`config.mk`:
```
export PLATFORM = sky130hd
export DESIGN_NAME = accel_fn_regs
export DESIGN_NICKNAME = d
export VERILOG_FILES = /design/src/rtl/accel_fn_pkg.sv /design/src/rtl/accel_fn_fsm.sv /design/src/rtl/accel_fn_limits.sv /design/src/rtl/accel_fn_rdmux.sv /design/src/rtl/accel_fn_regs.sv
export SDC_FILE = /design/constraint.sdc
export NUM_CORES = 1
export LEC_CHECK = 0
export BUFFER_PORTS_ARGS = -buffer_cell sky130_fd_sc_hd__buf_2
export CORE_MARGIN = 8
export CORE_UTILIZATION = 46
export DETAILED_ROUTE_END_ITERATION = 12
export PLACE_DENSITY = 0.87
export SLEW_MARGIN = 20
export SYNTH_ARGS = -nofsm -noshare
export SYNTH_HDL_FRONTEND = slang
export SYNTH_SLANG_ARGS = --single-unit
```
`constraint.sdc`:
```
create_clock -name clk -period 5.16 [get_ports clk]
set_input_delay 0 -clock clk [delete_from_list [all_inputs] [get_ports clk]]
set_output_delay 0 -clock clk [all_outputs]
set_load 0.05 [all_outputs]
```
`src/rtl/accel_fn_pkg.sv`:
```
package accel_fn_pkg;

   localparam int REG_W = 64;

   typedef enum logic [2:0] {
      FN_STOPPED   = 3'd0,
      FN_INIT      = 3'd1,
      FN_ACTIVE    = 3'd2,
      FN_SOFT_STOP = 3'd3,
      FN_HARD_STOP = 3'd4,
      FN_ERROR     = 3'd5
   } fn_state_e;

   typedef enum logic [1:0] {
      CMD_RESET    = 2'd0,
      CMD_SOFT     = 2'd1,
      CMD_HARD     = 2'd2,
      CMD_ACTIVATE = 2'd3
   } fn_cmd_e;

   // register byte offsets
   localparam logic [11:0] OFS_CTL0 = 12'h000;
   localparam logic [11:0] OFS_LIM  = 12'h010;
   localparam logic [11:0] OFS_STS  = 12'h100;
   localparam logic [11:0] OFS_CAP0 = 12'h200;
   localparam logic [11:0] OFS_CAP1 = 12'h208;
   localparam logic [11:0] OFS_VER  = 12'h210;

   // limit / capability-1 field layout
   localparam int LIM_NUM_FIELDS = 3;
   localparam int LIM_BUF_LO = 0;
   localparam int LIM_BUF_W  = 4;
   localparam int LIM_KEY_LO = 12;
   localparam int LIM_KEY_W  = 4;
   localparam int LIM_CTX_LO = 16;
   localparam int LIM_CTX_W  = 16;
   localparam int LIM_OPG_LO = 32;
   localparam int LIM_OPG_W  = 32;

   // capability-0 field layout
   localparam int CAP0_SUB_LO  = 0;
   localparam int CAP0_DBX_LO  = 20;
   localparam int CAP0_RING_LO = 24;

   // version field layout
   localparam int VER_MINOR_LO = 0;
   localparam int VER_MAJOR_LO = 16;

   localparam int DB_BASE_BYTES = 4096;

   function automatic int lim_lo(input int idx);
      case (idx)
         0:       return LIM_BUF_LO;
         1:       return LIM_KEY_LO;
         default: return LIM_CTX_LO;
      endcase
   endfunction

   function automatic int lim_w(input int idx);
      case (idx)
         0:       return LIM_BUF_W;
         1:       return LIM_KEY_W;
         default: return LIM_CTX_W;
      endcase
   endfunction

endpackage

```
`src/rtl/accel_fn_fsm.sv`:
```
module accel_fn_fsm
   import accel_fn_pkg::*;
#(
   parameter int INIT_CYCLES  = 4,
   parameter int DRAIN_CYCLES = 3
) (
   input  logic       clk,
   input  logic       rst_n,
   input  logic       cmd_vld,
   input  logic [1:0] cmd_code,
   input  logic       fault,
   input  logic       drained,
   output fn_state_e  state
);

   localparam int CNT_MAX = (INIT_CYCLES > DRAIN_CYCLES) ? INIT_CYCLES : DRAIN_CYCLES;
   localparam int CNT_W   = (CNT_MAX < 2) ? 1 : $clog2(CNT_MAX);
   localparam logic [CNT_W-1:0] INIT_LAST  = CNT_W'(INIT_CYCLES - 1);
   localparam logic [CNT_W-1:0] DRAIN_LAST = CNT_W'(DRAIN_CYCLES - 1);

   if (INIT_CYCLES < 1) begin : g_bad_init
      $error("accel_fn_fsm: INIT_CYCLES must be at least 1");
   end
   if (DRAIN_CYCLES < 1) begin : g_bad_drain
      $error("accel_fn_fsm: DRAIN_CYCLES must be at least 1");
   end

   fn_state_e        state_q, state_d;
   logic [CNT_W-1:0] cnt_q, cnt_d;
   logic             armed_q, armed_d;

   logic      stopping, drain_go, drain_done, init_done;
   logic      cmd_ok;
   fn_state_e cmd_target;

   assign stopping   = (state_q == FN_SOFT_STOP) || (state_q == FN_HARD_STOP);
   assign drain_go   = stopping && (armed_q || drained);
   assign drain_done = drain_go && (cnt_q == DRAIN_LAST);
   assign init_done  = (state_q == FN_INIT) && (cnt_q == INIT_LAST);

   // which commands each state accepts
   always_comb begin
      cmd_ok     = 1'b0;
      cmd_target = state_q;
      case (state_q)
         FN_STOPPED: if (fn_cmd_e'(cmd_code) == CMD_ACTIVATE) begin
            cmd_ok = 1'b1; cmd_target = FN_INIT;
         end
         FN_INIT, FN_ACTIVE: if (fn_cmd_e'(cmd_code) == CMD_SOFT) begin
            cmd_ok = 1'b1; cmd_target = FN_SOFT_STOP;
         end
         FN_SOFT_STOP: if (fn_cmd_e'(cmd_code) == CMD_HARD) begin
            cmd_ok = 1'b1; cmd_target = FN_HARD_STOP;
         end
         FN_ERROR: if (fn_cmd_e'(cmd_code) == CMD_RESET) begin
            cmd_ok = 1'b1; cmd_target = FN_STOPPED;
         end
         default: ;
      endcase
   end

   // priority: fault, then timed completion, then command
   always_comb begin
      state_d = state_q;
      cnt_d   = cnt_q;
      armed_d = armed_q;
      if (fault && (state_q != FN_STOPPED) && (state_q != FN_ERROR)) begin
         state_d = FN_ERROR;
         cnt_d   = '0;
         armed_d = 1'b0;
      end else if (init_done) begin
         state_d = FN_ACTIVE;
         cnt_d   = '0;
      end else if (drain_done) begin
         state_d = FN_STOPPED;
         cnt_d   = '0;
         armed_d = 1'b0;
      end else if (cmd_vld && cmd_ok) begin
         state_d = cmd_target;
         cnt_d   = '0;
         armed_d = 1'b0;
      end else if (state_q == FN_INIT) begin
         cnt_d = cnt_q + CNT_W'(1);
      end else if (drain_go) begin
         cnt_d   = cnt_q + CNT_W'(1);
         armed_d = 1'b1;
      end
   end

   always_ff @(posedge clk or negedge rst_n) begin
      if (!rst_n) begin
         state_q <= FN_STOPPED;
         cnt_q   <= '0;
         armed_q <= 1'b0;
      end else begin
         state_q <= state_d;
         cnt_q   <= cnt_d;
         armed_q <= armed_d;
      end
   end

   assign state = state_q;

endmodule

```
`src/rtl/accel_fn_limits.sv`:
```
module accel_fn_limits
   import accel_fn_pkg::*;
#(
   parameter logic [REG_W-1:0] CAP1_VAL = '0
) (
   input  logic             clk,
   input  logic             rst_n,
   input  logic             wr_en,
   input  logic [REG_W-1:0] wdata,
   output logic [REG_W-1:0] limits
);

   logic [REG_W-1:0] lim_d, lim_q;

   // numeric limits clamp to the capability value
   for (genvar gi = 0; gi < LIM_NUM_FIELDS; gi++) begin : g_num
      localparam int LO = lim_lo(gi);
      localparam int W  = lim_w(gi);
      assign lim_d[LO +: W] = (wdata[LO +: W] > CAP1_VAL[LO +: W]) ?
                              CAP1_VAL[LO +: W] : wdata[LO +: W];
   end

   // a support mask clamps by intersection
   assign lim_d[LIM_OPG_LO +: LIM_OPG_W] = wdata[LIM_OPG_LO +: LIM_OPG_W] &
                                           CAP1_VAL[LIM_OPG_LO +: LIM_OPG_W];
   assign lim_d[LIM_KEY_LO-1 : LIM_BUF_LO+LIM_BUF_W] = '0;

   always_ff @(posedge clk or negedge rst_n) begin
      if (!rst_n)     lim_q <= '0;
      else if (wr_en) lim_q <= lim_d;
   end

   assign limits = lim_q;

endmodule

```
`src/rtl/accel_fn_rdmux.sv`:
```
module accel_fn_rdmux
   import accel_fn_pkg::*;
#(
   parameter int               ADDR_W   = 12,
   parameter bit               REG_READ = 1'b0,
   parameter logic [REG_W-1:0] CAP0_VAL = '0,
   parameter logic [REG_W-1:0] CAP1_VAL = '0,
   parameter logic [REG_W-1:0] VER_VAL  = '0
) (
   input  logic              clk,
   input  logic              rst_n,
   input  logic [ADDR_W-1:0] addr,
   input  logic [1:0]        cmd_field,
   input  fn_state_e         state,
   input  logic [REG_W-1:0]  limits,
   output logic [REG_W-1:0]  rdata
);

   logic [REG_W-1:0] mux;

   always_comb begin
      mux = '0;
      case (addr)
         ADDR_W'(OFS_CTL0): mux = {{(REG_W-2){1'b0}}, cmd_field};
         ADDR_W'(OFS_LIM):  mux = limits;
         ADDR_W'(OFS_STS):  mux = {{(REG_W-3){1'b0}}, state};
         ADDR_W'(OFS_CAP0): mux = CAP0_VAL;
         ADDR_W'(OFS_CAP1): mux = CAP1_VAL;
         ADDR_W'(OFS_VER):  mux = VER_VAL;
         default:           mux = '0;
      endcase
   end

   if (REG_READ) begin : g_flop
      logic [REG_W-1:0] rd_q;
      always_ff @(posedge clk or negedge rst_n) begin
         if (!rst_n) rd_q <= '0;
         else        rd_q <= mux;
      end
      assign rdata = rd_q;
   end else begin : g_comb
      assign rdata = mux;
   end

endmodule

```
`src/rtl/accel_fn_regs.sv`:
```
module accel_fn_regs
   import accel_fn_pkg::*;
#(
   parameter int          ADDR_W       = 12,
   parameter int          INIT_CYCLES  = 4,
   parameter int          DRAIN_CYCLES = 3,
   parameter bit          REG_READ     = 1'b0,
   parameter logic [15:0] CAP_SUBFN    = 16'h0001,
   parameter logic [2:0]  CAP_DB_EXP   = 3'd0,
   parameter logic [4:0]  CAP_RING     = 5'd16,
   parameter logic [3:0]  CAP_MAX_BUF  = 4'd8,
   parameter logic [3:0]  CAP_MAX_KEY  = 4'd4,
   parameter logic [15:0] CAP_MAX_CTX  = 16'h00FF,
   parameter logic [31:0] CAP_OPG_MASK = 32'h0000_000F,
   parameter logic [7:0]  VER_MAJOR    = 8'd1,
   parameter logic [7:0]  VER_MINOR    = 8'd0
) (
   input  logic              clk,
   input  logic              rst_n,
   input  logic [ADDR_W-1:0] reg_addr,
   input  logic              reg_we,
   input  logic [63:0]       reg_wdata,
   output logic [63:0]       reg_rdata,
   input  logic              work_drained,
   input  logic              fn_fault,
   output logic [31:0]       db_stride_bytes
);

   if (ADDR_W < 10) begin : g_bad_addr
      $error("accel_fn_regs: ADDR_W too small for the register map");
   end

   localparam logic [REG_W-1:0] CAP0_VAL =
      (64'(CAP_SUBFN)  << CAP0_SUB_LO) |
      (64'(CAP_DB_EXP) << CAP0_DBX_LO) |
      (64'(CAP_RING)   << CAP0_RING_LO);
   localparam logic [REG_W-1:0] CAP1_VAL =
      (64'(CAP_MAX_BUF)  << LIM_BUF_LO) |
      (64'(CAP_MAX_KEY)  << LIM_KEY_LO) |
      (64'(CAP_MAX_CTX)  << LIM_CTX_LO) |
      (64'(CAP_OPG_MASK) << LIM_OPG_LO);
   localparam logic [REG_W-1:0] VER_VAL =
      (64'(VER_MAJOR) << VER_MAJOR_LO) | (64'(VER_MINOR) << VER_MINOR_LO);
   localparam logic [31:0] STRIDE_BYTES = 32'(DB_BASE_BYTES) << CAP_DB_EXP;

   logic       wr_ctl0, wr_lim;
   logic [1:0] cmd_q;
   fn_state_e  fn_state;
   logic [REG_W-1:0] ctl2_q;

   assign wr_ctl0 = reg_we && (reg_addr == ADDR_W'(OFS_CTL0));
   assign wr_lim  = reg_we && (reg_addr == ADDR_W'(OFS_LIM));

   always_ff @(posedge clk or negedge rst_n) begin
      if (!rst_n)       cmd_q <= 2'd0;
      else if (wr_ctl0) cmd_q <= reg_wdata[1:0];
   end

   accel_fn_fsm #(
      .INIT_CYCLES  (INIT_CYCLES),
      .DRAIN_CYCLES (DRAIN_CYCLES)
   ) u_fsm (
      .clk      (clk),
      .rst_n    (rst_n),
      .cmd_vld  (wr_ctl0),
      .cmd_code (reg_wdata[1:0]),
      .fault    (fn_fault),
      .drained  (work_drained),
      .state    (fn_state)
   );

   accel_fn_limits #(
      .CAP1_VAL (CAP1_VAL)
   ) u_lim (
      .clk    (clk),
      .rst_n  (rst_n),
      .wr_en  (wr_lim),
      .wdata  (reg_wdata),
      .limits (ctl2_q)
   );

   accel_fn_rdmux #(
      .ADDR_W   (ADDR_W),
      .REG_READ (REG_READ),
      .CAP0_VAL (CAP0_VAL),
      .CAP1_VAL (CAP1_VAL),
      .VER_VAL  (VER_VAL)
   ) u_rd (
      .clk       (clk),
      .rst_n     (rst_n),
      .addr      (reg_addr),
      .cmd_field (cmd_q),
      .state     (fn_state),
      .limits    (ctl2_q),
      .rdata     (reg_rdata)
   );

   assign db_stride_bytes = STRIDE_BYTES;

endmodule

```
==> results.md, run 1 <==
- Layout cell share with drive strength beyond 1: 26.36%
- Yosys warns: 0
- Synth cell types: 53
- Count of final setup violators: 0
- Async SR Flop Fraction: 100.0%
- Starting Density: 47.92%
- Tmin final: 2142 ps
- CP Cell Sequence: buf_2, nor4_4, and2_1, a22o_1, buf_2
- Worst-path fanout max: 18
- Clock skew: 1.843 ps
- Cell Pwr Density: 281.7 nW/um2
- Post-layout net count: 451
- Final Hold Violating Endpoints: 0
- Total gr overflow: 0
- Hold Slack: 12.09 ps
- FMAX: 466.8 MHz
- Tightest Pin Transition: 835.4 ps
- Die ar.: 8458 um2
- Port bufs: 72
- Die width: 91.97 um
- Core area: 5540 um2
- Clock sinks: 36
- Setup tns final: 0 ps
- Max Slew Vio Count: 0
- Clock transition at path regs: 70 ps
- Critical path's top delay family: simple AND/OR/NAND/NOR gates
- CP Data Required Time: 5160 ps
- CP Class: in2out
- Most frequent cells in the layout: 72 x buf_2, 68 x conb_1, 36 x dfrtp_1
- Global placement routability congestion: 0.7801
- Fillers: 495
- Reg-to-reg setup timing slack: 3260 ps
- Post-synthesis sequential area ratio: 33.93%
- WP data arrival: 2140 ps
- Lkg Pwr: 0.001745 uW
- Crit path top cell by count: buf_2
- Syn-to-layout area delta: 15.03%
- Routed WL per cell: 14.91 um
- Multi-input combinational cell area: 1391 um2
- CTS max path bufs: 2
- Antenna cells: 0
- Residual DRC count: 0
- Vias after detailed routing: 2113
- Drt total wl: 6559 um
- FF+latch area: 900.9 um2
- Final period utilization: 41.51%
- Critical path capture point type: output port
- Maximum vdd drop: 0.1423 mV
- Post_cts resized: 0
- H-tree depth: 2
- Crit-path max cell delay: 760 ps
- I/O pin count: 177
- Ranking of synthesized cells by area: dfrtp_1 34%, buf_4 20%, a21o_1 4.0%
- Via/cell ratio: 4.802
- Startpoint Class: input port
- Avg Cell Area, Syn: 9.283 um2
- CP max stage cell: nor4_4
- Largest net degree at the start of global routing: 43
- RSZ-0062 raised after global routing: no
- Cell area after synthesis: 2655 um2
- Main synth FF type: dfrtp_1
- Post-CTS setup repair buffer count: 0
- Most common cell after layout, fill and taps aside: buf_2
- Worst skew pair latency: 280 ps
- Number of flops mapped to enable cells by yosys: 0
- Synthesized instance count: 286
- Die Ht: 91.97 um
- Max-cap viol count: 0
- First-pass GRT wire length: 10630 um
- Area leader, netlist: dfrtp_1
- Worst hold path type: in2reg
- Status: finished, final reports clean
- Bufs and invs on worst path: 2
- Initial antenna violation count: 0
- Rows: 27
- Area share of the largest cell type after synthesis: 33.93%
- DRT antenna net count: 0
- Drt first pass iters: 4
- CTS tree: done
- Slew Limit Headroom: 43.89%
- 1st-iter DRT viols: 69
- CTS Root Cell: clkbuf_8
- Vias in the first global route: 2166
- Dpl hpwl: 4683 um
- Inserted Clock Buffers: 5
- Total track usage: 15.23%
- Seq cells post-synth: 36
logic make-up after synthesis:
family / count (synthesis) / share of synthesized area (%)
and+or+nand+nor: 88 / 21.11
buffers and inverters: 87 / 23.00
AOI/OAI and AO/OA: 58 / 14.99
DFF: 36 / 33.93
muxes: 12 / 5.419
adders and majority gates: 2 / 0.9424
other: 2 / 0.2829
xor gates and xnor gates: 1 / 0.3299
synthesized netlist by cell type (3+ instances only):
cell type / n
buf_4: 70
dfrtp_1: 36
nand2_1: 19
o21ai_1: 16
a21o_1: 14
nor2_1: 14
and2_1: 11
and3_1: 10
a21oi_1: 6
clkbuf_1: 6
o21ai_0: 6
buf_2: 5
mux2_2: 5
inv_1: 4
nand2b_1: 4
nand3b_1: 4
mux2_4: 3
nor2b_1: 3
nor4_4: 3
nor4b_1: 3
through the flow:
step,power [uW],utilization [%],cell area [um2],std cells,setup slack [ps]
2_1_floorplan,631.7,-,2903,352,3219
3_3_place_gp,629.4,49.77,2758,413,3034
3_5_place_dp,638.8,49.77,2758,413,2994
4_1_cts,867.3,55.13,3054,440,2992
5_1_grt,913.4,55.13,3054,440,2820
6_report,860.3,55.13,3054,440,3018
power by group:
part	internal (uW)	total (uW)	switching (uW)
clock network	119	212	93.6
registers	303	340	37.0
logic	104	308	204
total	526	860	335
worst min-delay path, cell delays in order:
cell and delay (ps):
buf_2 130, nand2b_1 70, o21ai_1 50
path summary, 6_finish.rpt:
path | from | to | cells after the start
worst max-delay path | reg_addr[11] | reg_rdata[1] | 5
worst min-delay path | reg_wdata[0] | u_lim.limits[0] | 3
worst max register to register | u_fsm.state[1] | u_fsm.state[2] | 5
worst min register to register | u_lim.limits[24] | u_lim.limits[24] | 1
max in group asynchronous | rst_n | u_lim.limits[22] | 2
min in group asynchronous | rst_n | u_fsm.armed_q | 2
registers in the layout (all words and copies together) (netlist names):
| signal | flops |
|---|---|
| u_fsm.cnt_q | 2 |
| u_lim.limits | 28 |
| cmd_q | 2 |
| u_fsm.armed_q | 1 |
| u_fsm.state | 3 |
routing by layer:
metal  routed length [um]  part of all wire (%)  up-vias  global-route usage (%)
li1                     -                     -     1001                       -
met1                 2513                    38      994                   16.72
met2                 3213                    49      105                   25.92
met3                  689                    11       13                   5.623
met4                  142                   2.2        0                   6.309
met5                    0                     0        -                       0
final cells by class:
type                    count  area share [%]
multi-input cells         229           45.55
flip-flops and latches     36           29.50
repair buffers             92           18.35
clock buffers               7           3.154
well taps                  72           2.950
inverters                   4          0.4916
repair_timing:
action / 4_1_cts / 5_1_grt
hold buffers: 20 / 0
endpoints found under the hold margin: 52 / 0
setup endpoints to repair: 0 / 0
Power figures use the tool's default switching activity.
==> run 2, diff against run 1 <==
--- a/config.mk
+++ b/config.mk
@@ -7,9 +7,9 @@
 export LEC_CHECK = 0
 export BUFFER_PORTS_ARGS = -buffer_cell sky130_fd_sc_hd__buf_2
 export CORE_MARGIN = 8
-export CORE_UTILIZATION = 46
+export CORE_UTILIZATION = 43
 export DETAILED_ROUTE_END_ITERATION = 12
-export PLACE_DENSITY = 0.87
+export PLACE_DENSITY = 0.82
 export SLEW_MARGIN = 20
 export SYNTH_ARGS = -nofsm -noshare
 export SYNTH_HDL_FRONTEND = slang
==> constraint.sdc (replaced) <==
create_clock -name clk -period 2.2 [get_ports clk]
set_input_delay 0 -clock clk [delete_from_list [all_inputs] [get_ports clk]]
set_output_delay 0 -clock clk [all_outputs]
set_load 0.05 [all_outputs]
==> run 2 against run 1 <==
  * Worst setup slack lost 2600 ps
  * Global-route usage shrank 1.2 points
  * Clock skew shrank 1.5 ps
  * Cell area grew 1.3%
  * Final cell count grew 2.3%
  * Sequential cell count is the same
  * Critical path depth grew 2
  * Sequential power grew 130%
  * Utilization shrank 3.2 points
  * Non-clock buffer count grew 6
  * Wire length shrank 1.2%
  * Die area grew 5.8%
  * Highest routed layer unchanged
==> results.md, run 2 (same netlist as run 1, synthesis figures left out) <==
- Status: finished, final reports clean
- Core area: 5956 um2
- Comb pwr share: 36.8%
- Slew Limit Headroom: 46.14%
- Dpl hpwl: 4864 um
- Fillers: 562
- Cell Pwr Density: 646.1 nW/um2
- Met3 Usage GRT: 4.127%
- Critical path capture point type: output port
- Max-cap viol count: 0
- Port bufs: 72
- Post-layout net count: 457
- CP Data Required Time: 2200 ps
- Worst skew pair latency: 270 ps
- Maximum vdd drop: 0.3730 mV
- 1st-iter DRT viols: 64
- Psw: 785.3 uW
- WP data arrival: 1820 ps
- Count of final setup violators: 0
- Met2 usage: 24.45%
- Total gr overflow: 0
- Final Hold Violating Endpoints: 0
- Most frequent cells in the layout: 72 x buf_2, 68 x conb_1, 36 x dfrtp_1
- Post_cts resized: 0
- Design Power: 1999 uW
- I/O pin count: 177
- Drt first pass iters: 4
- CTS max path bufs: 2
- Startpoint Class: input port
- Tightest Pin Transition: 808.0 ps
- Multi-input combinational cell area: 1391 um2
- Clock share of power: 23.7%
- Vias in the first global route: 2176
- Reg2Reg Depth: 5
- Global placement routability congestion: 0.7903
- Clock skew: 0.3244 ps
- Drt total wl: 6483 um
- Die Ht: 94.58 um
- Post-CTS setup repair buffer count: 0
- Lkg Pwr: 0.001773 uW
- Rows: 28
- FMAX: 549.0 MHz
- Clock sinks: 36
- CP Class: in2out
- Worst hold path type: in2reg
- Setup Slack @ Placement: 384.5 ps
- Internal power: 1214 uW
- Starting Density: 44.58%
- GR Util met1: 16.07%
- Syn-to-layout area delta: 16.54%
- Sw Ratio: 39.28%
- Layout cell share with drive strength beyond 1: 27.47%
- Sequential share of power: 39.5%
- First-pass GRT wire length: 10230 um
- Via/cell ratio: 4.700
- FF+latch area: 900.9 um2
- Final period utilization: 82.80%
- CTS tree: done
- Die ar.: 8945 um2
- Inserted Clock Buffers: 5
- Tmin final: 1822 ps
- Max Slew Vio Count: 0
- DRT antenna net count: 0
- Die width: 94.58 um
- CTS Root Cell: clkbuf_8
- Residual DRC count: 0
- Hold depth: 3
- Largest net degree at the start of global routing: 37
- Clock transition at path regs: 70 ps
- Most common cell after layout, fill and taps aside: buf_2
- Max FFs per register: 28
- Worst-path fanout max: 8
- Setup tns final: 0 ps
- Total track usage: 14.06%
- Routed WL per cell: 14.41 um
- Final worst slack: 378.5 ps
- H-tree depth: 2
- Initial antenna violation count: 0
- Vias after detailed routing: 2115
- GR peak layer: met2
- RSZ-0062 raised after global routing: no
- Antenna cells: 0
==> run 2: worst max-delay path, cell delays in order <==
cell and delay, ps:
buf_2 120, nor4_4 380, and3_2 310, and2_1 350, buf_4 210, a22o_1 170
buf_2 270
==> run 2: area by class of cell <==
cell class,count,area share [%]
clock buffers,8,2.911
inverters,4,0.4852
multi-input cells,229,44.97
flip-flops and latches,36,29.11
well taps,75,3.033
repair buffers,98,19.49
==> run 2: what timing repair did <==
item / CTS / global route
endpoints found under the setup margin: 0 / 0
hold endpoints to repair: 51 / 0
hold buffers: 19 / 0
==> run 2: power by group through the flow <==
stage	sequential (uW)	combinational (uW)	clock (uW)
finish	790	736	473
global route	801	800	527
CTS	788	731	493
detailed placement	800	703	0
global placement	797	688	0
floorplan	747	735	0
==> run 2: final timing paths <==
kind	startpoint	to	slack [ps]
hold / removal	reg_wdata[21]	u_lim.limits[21]	10
hold reg to reg	u_lim.limits[25]	u_lim.limits[25]	480
max in group asynchronous	rst_n	u_lim.limits[29]	1340
min in group asynchronous	rst_n	u_lim.limits[27]	350
setup reg to reg	u_fsm.state[1]	u_fsm.state[0]	440
setup / recovery	reg_addr[3]	reg_rdata[1]	380
==> run 2: metal layers <==
metal / up-vias / wire (um)
met5: - / 0
met4: 0 / 105
met3: 9 / 710
met2: 97 / 3130
met1: 993 / 2537
li1: 1016 / -
==> run 2: through the flow <==
stage          utilization, %  cells  hold slack, ps  area, um2
2_1_floorplan               -    352          -295.6       2903
3_3_place_gp            47.25    423           135.6       2814
3_5_place_dp            47.25    423           145.9       2814
4_1_cts                 51.95    450           2.794       3094
5_1_grt                 51.95    450           12.39       3094
6_report                51.95    450           13.70       3094
==> run 3, diff against run 2 <==
--- a/config.mk
+++ b/config.mk
@@ -7,9 +7,9 @@
 export LEC_CHECK = 0
 export BUFFER_PORTS_ARGS = -buffer_cell sky130_fd_sc_hd__buf_2
 export CORE_MARGIN = 8
-export CORE_UTILIZATION = 43
+export CORE_UTILIZATION = 38
 export DETAILED_ROUTE_END_ITERATION = 12
-export PLACE_DENSITY = 0.82
+export PLACE_DENSITY = 0.77
 export SLEW_MARGIN = 20
 export SYNTH_ARGS = -nofsm -noshare
 export SYNTH_HDL_FRONTEND = slang
==> constraint.sdc (replaced) <==
create_clock -name clk -period 1.5 [get_ports clk]
set_input_delay 0 -clock clk [delete_from_list [all_inputs] [get_ports clk]]
set_output_delay 0 -clock clk [all_outputs]
set_load 0.05 [all_outputs]
==> run 3 against run 2 <==
  * First-iteration DRC count up 6.3%
  * Critical endpoint is now u_fsm.state[2]
  * The run now ends with setup timing left
  * Final cell count up 12%
  * Power up 68%
  * Largest power group is now combinational cells
==> results.md, run 3 (same netlist as run 1, synthesis figures left out) <==
- Initial antenna violation count: 0
- Reg2Reg Depth: 5
- Launching point of the worst reg2reg path: u_fsm.state[1]
- FMAX: 620.0 MHz
- DRT antenna net count: 0
- Reg-to-reg setup timing slack: -110 ps
- Residual DRC count: 0
- Worst hold path type: in2reg
- Hold Slack: 36.18 ps
- Vias in the first global route: 2441
- Final period utilization: 107.5%
- Drt first pass iters: 4
- 1st-iter DRT viols: 68
- Die ar.: 9918 um2
- Clock skew: 1.069 ps
- Dpl hpwl: 5347 um
- CTS max path bufs: 2
- Total track usage: 13.98%
- Syn-to-layout area delta: 33.69%
- Post-layout util: 52.25%
- Via/cell ratio: 4.434
- CP max stage cell: dfrtp_2
- Multi-input combinational cell area: 1471 um2
- Hold endpoint: u_lim.limits[1]
- Worst-path fanout max: 6
- Clock sinks: 36
- Max Slew Vio Count: 0
- Layout cell share with drive strength beyond 1: 37.65%
- Cell Pwr Density: 943.9 nW/um2
- Bufs and invs on worst path: 0
- Max FFs per register: 28
- Tmin final: 1613 ps
- Core area: 6794 um2
- Most common cell after layout, fill and taps aside: conb_1
- Most frequent cells in the layout: 68 x conb_1, 55 x buf_2, 38 x buf_4
- Largest net degree at the start of global routing: 37
- RSZ-0062 raised after global routing: yes
- Rows: 30
- FF+latch area: 904.6 um2
- Routed WL per cell: 14.25 um
- Crit-path max cell delay: 460 ps
- H-tree depth: 2
- Total gr overflow: 0
- Port bufs: 72
- Count of final setup violators: 8
- Lkg Pwr: 0.001965 uW
- Clock transition at path regs: 70 ps
- Antenna cells: 0
- Maximum vdd drop: 0.5291 mV
- Reg2reg end: u_fsm.state[2]
- Starting Density: 39.08%
- CTS Root Cell: clkbuf_8
- CP Data Required Time: 1670 ps
- Final Hold Violating Endpoints: 0
- CTS tree: done
- Vias after detailed routing: 2239
- CP Class: reg2reg
- Fillers: 581
- Die Ht: 99.59 um
- Hold depth: 3
- Drt total wl: 7197 um
- Startpoint Class: flip-flop
- WP data arrival: 1780 ps
- Critical path's top delay family: simple AND/OR/NAND/NOR gates
- Inserted Clock Buffers: 5
- HP Start: reg_wdata[1]
- Failing checks: setup timing
- Status: finished, violations left
- Max-cap viol count: 0
- I/O pin count: 177
- Critical path capture point type: flip-flop
- First-pass GRT wire length: 11400 um
- Worst skew pair latency: 280 ps
- Post-layout net count: 491
- CP Cell Sequence: or3b_1, a21o_1, nand3_2, nor2_2, mux2_4
- Global placement routability congestion: 0.8209
- Die width: 99.59 um
- Final worst slack: -112.8 ps
==> run 3: worst register-to-register path, stage by stage, from the launching register on <==
cell and delay, ps:
dfrtp_2 460, or3b_1 400, a21o_1 200, nand3_2 90, nor2_2 60, mux2_4 300
==> run 3: where the power goes <==
group / total [uW] / switching, uW / internal [uW] / leakage (uW)
Clock: 700 / 334 / 366 / 0.0000510
Combinational: 1510 / 860 / 649 / 0.00142
Sequential: 1140 / 92.4 / 1050 / 0.000490
Total: 3350 / 1290 / 2060 / 0.00197
==> run 3: worst max path at each step <==
stage,startpoint,end,slack [ps],cells after the start
detailed placement,u_fsm.state[2],u_fsm.state[2],-150,5
CTS,u_fsm.cnt_q[0],u_fsm.state[2],-100,7
global route,u_fsm.state[1],u_fsm.state[1],-160,7
global placement,reg_addr[3],reg_rdata[28],-110,7
finish,u_fsm.state[1],u_fsm.state[2],-110,5
floorplan,u_fsm.state[1],u_fsm.state[0],-20,6
==> run 3: timing repair <==
action | 4_1_cts | 5_1_grt
setup endpoints to repair | 24 | 24
resized for setup | 16 | 21
setup buffers | 3 | 2
endpoints found under the hold margin | 53 | 0
pin swaps | 2 | 5
hold buffers | 21 | 0
==> run 3: layer usage <==
layer	vias up	GRT usage, %	wire length, um
li1	1085	-	-
met1	1052	15.76	2907
met2	88	24.90	3705
met3	14	3.142	427
met4	0	5.471	157
met5	-	0	0
==> run 3: cell type report <==
| type | instances | area share (%) |
|---|---|---|
| Clock buffer | 6 | 2.326 |
| Tap cell | 96 | 3.384 |
| Clock inverter | 2 | 0.2820 |
| Inverter | 4 | 0.4230 |
| Timing Repair Buffer | 132 | 26.65 |
| Sequential cell | 36 | 25.48 |
| Multi-Input combinational cell | 229 | 41.45 |
==> run 3: through the flow <==
stage                     setup slack [ps]  std cells  power [uW]  area [um2]  setup TNS, ps
final                               -112.8        505        3350        3550         -564.4
after detailed placement            -146.9        471        2476        3112          -3255
after CTS                           -95.50        503        3313        3478         -625.0
after global placement              -108.9        471        2436        3112          -1780
after floorplan                     -15.00        352        2212        2953         -30.00
after global routing                -162.3        505        3551        3550          -1063
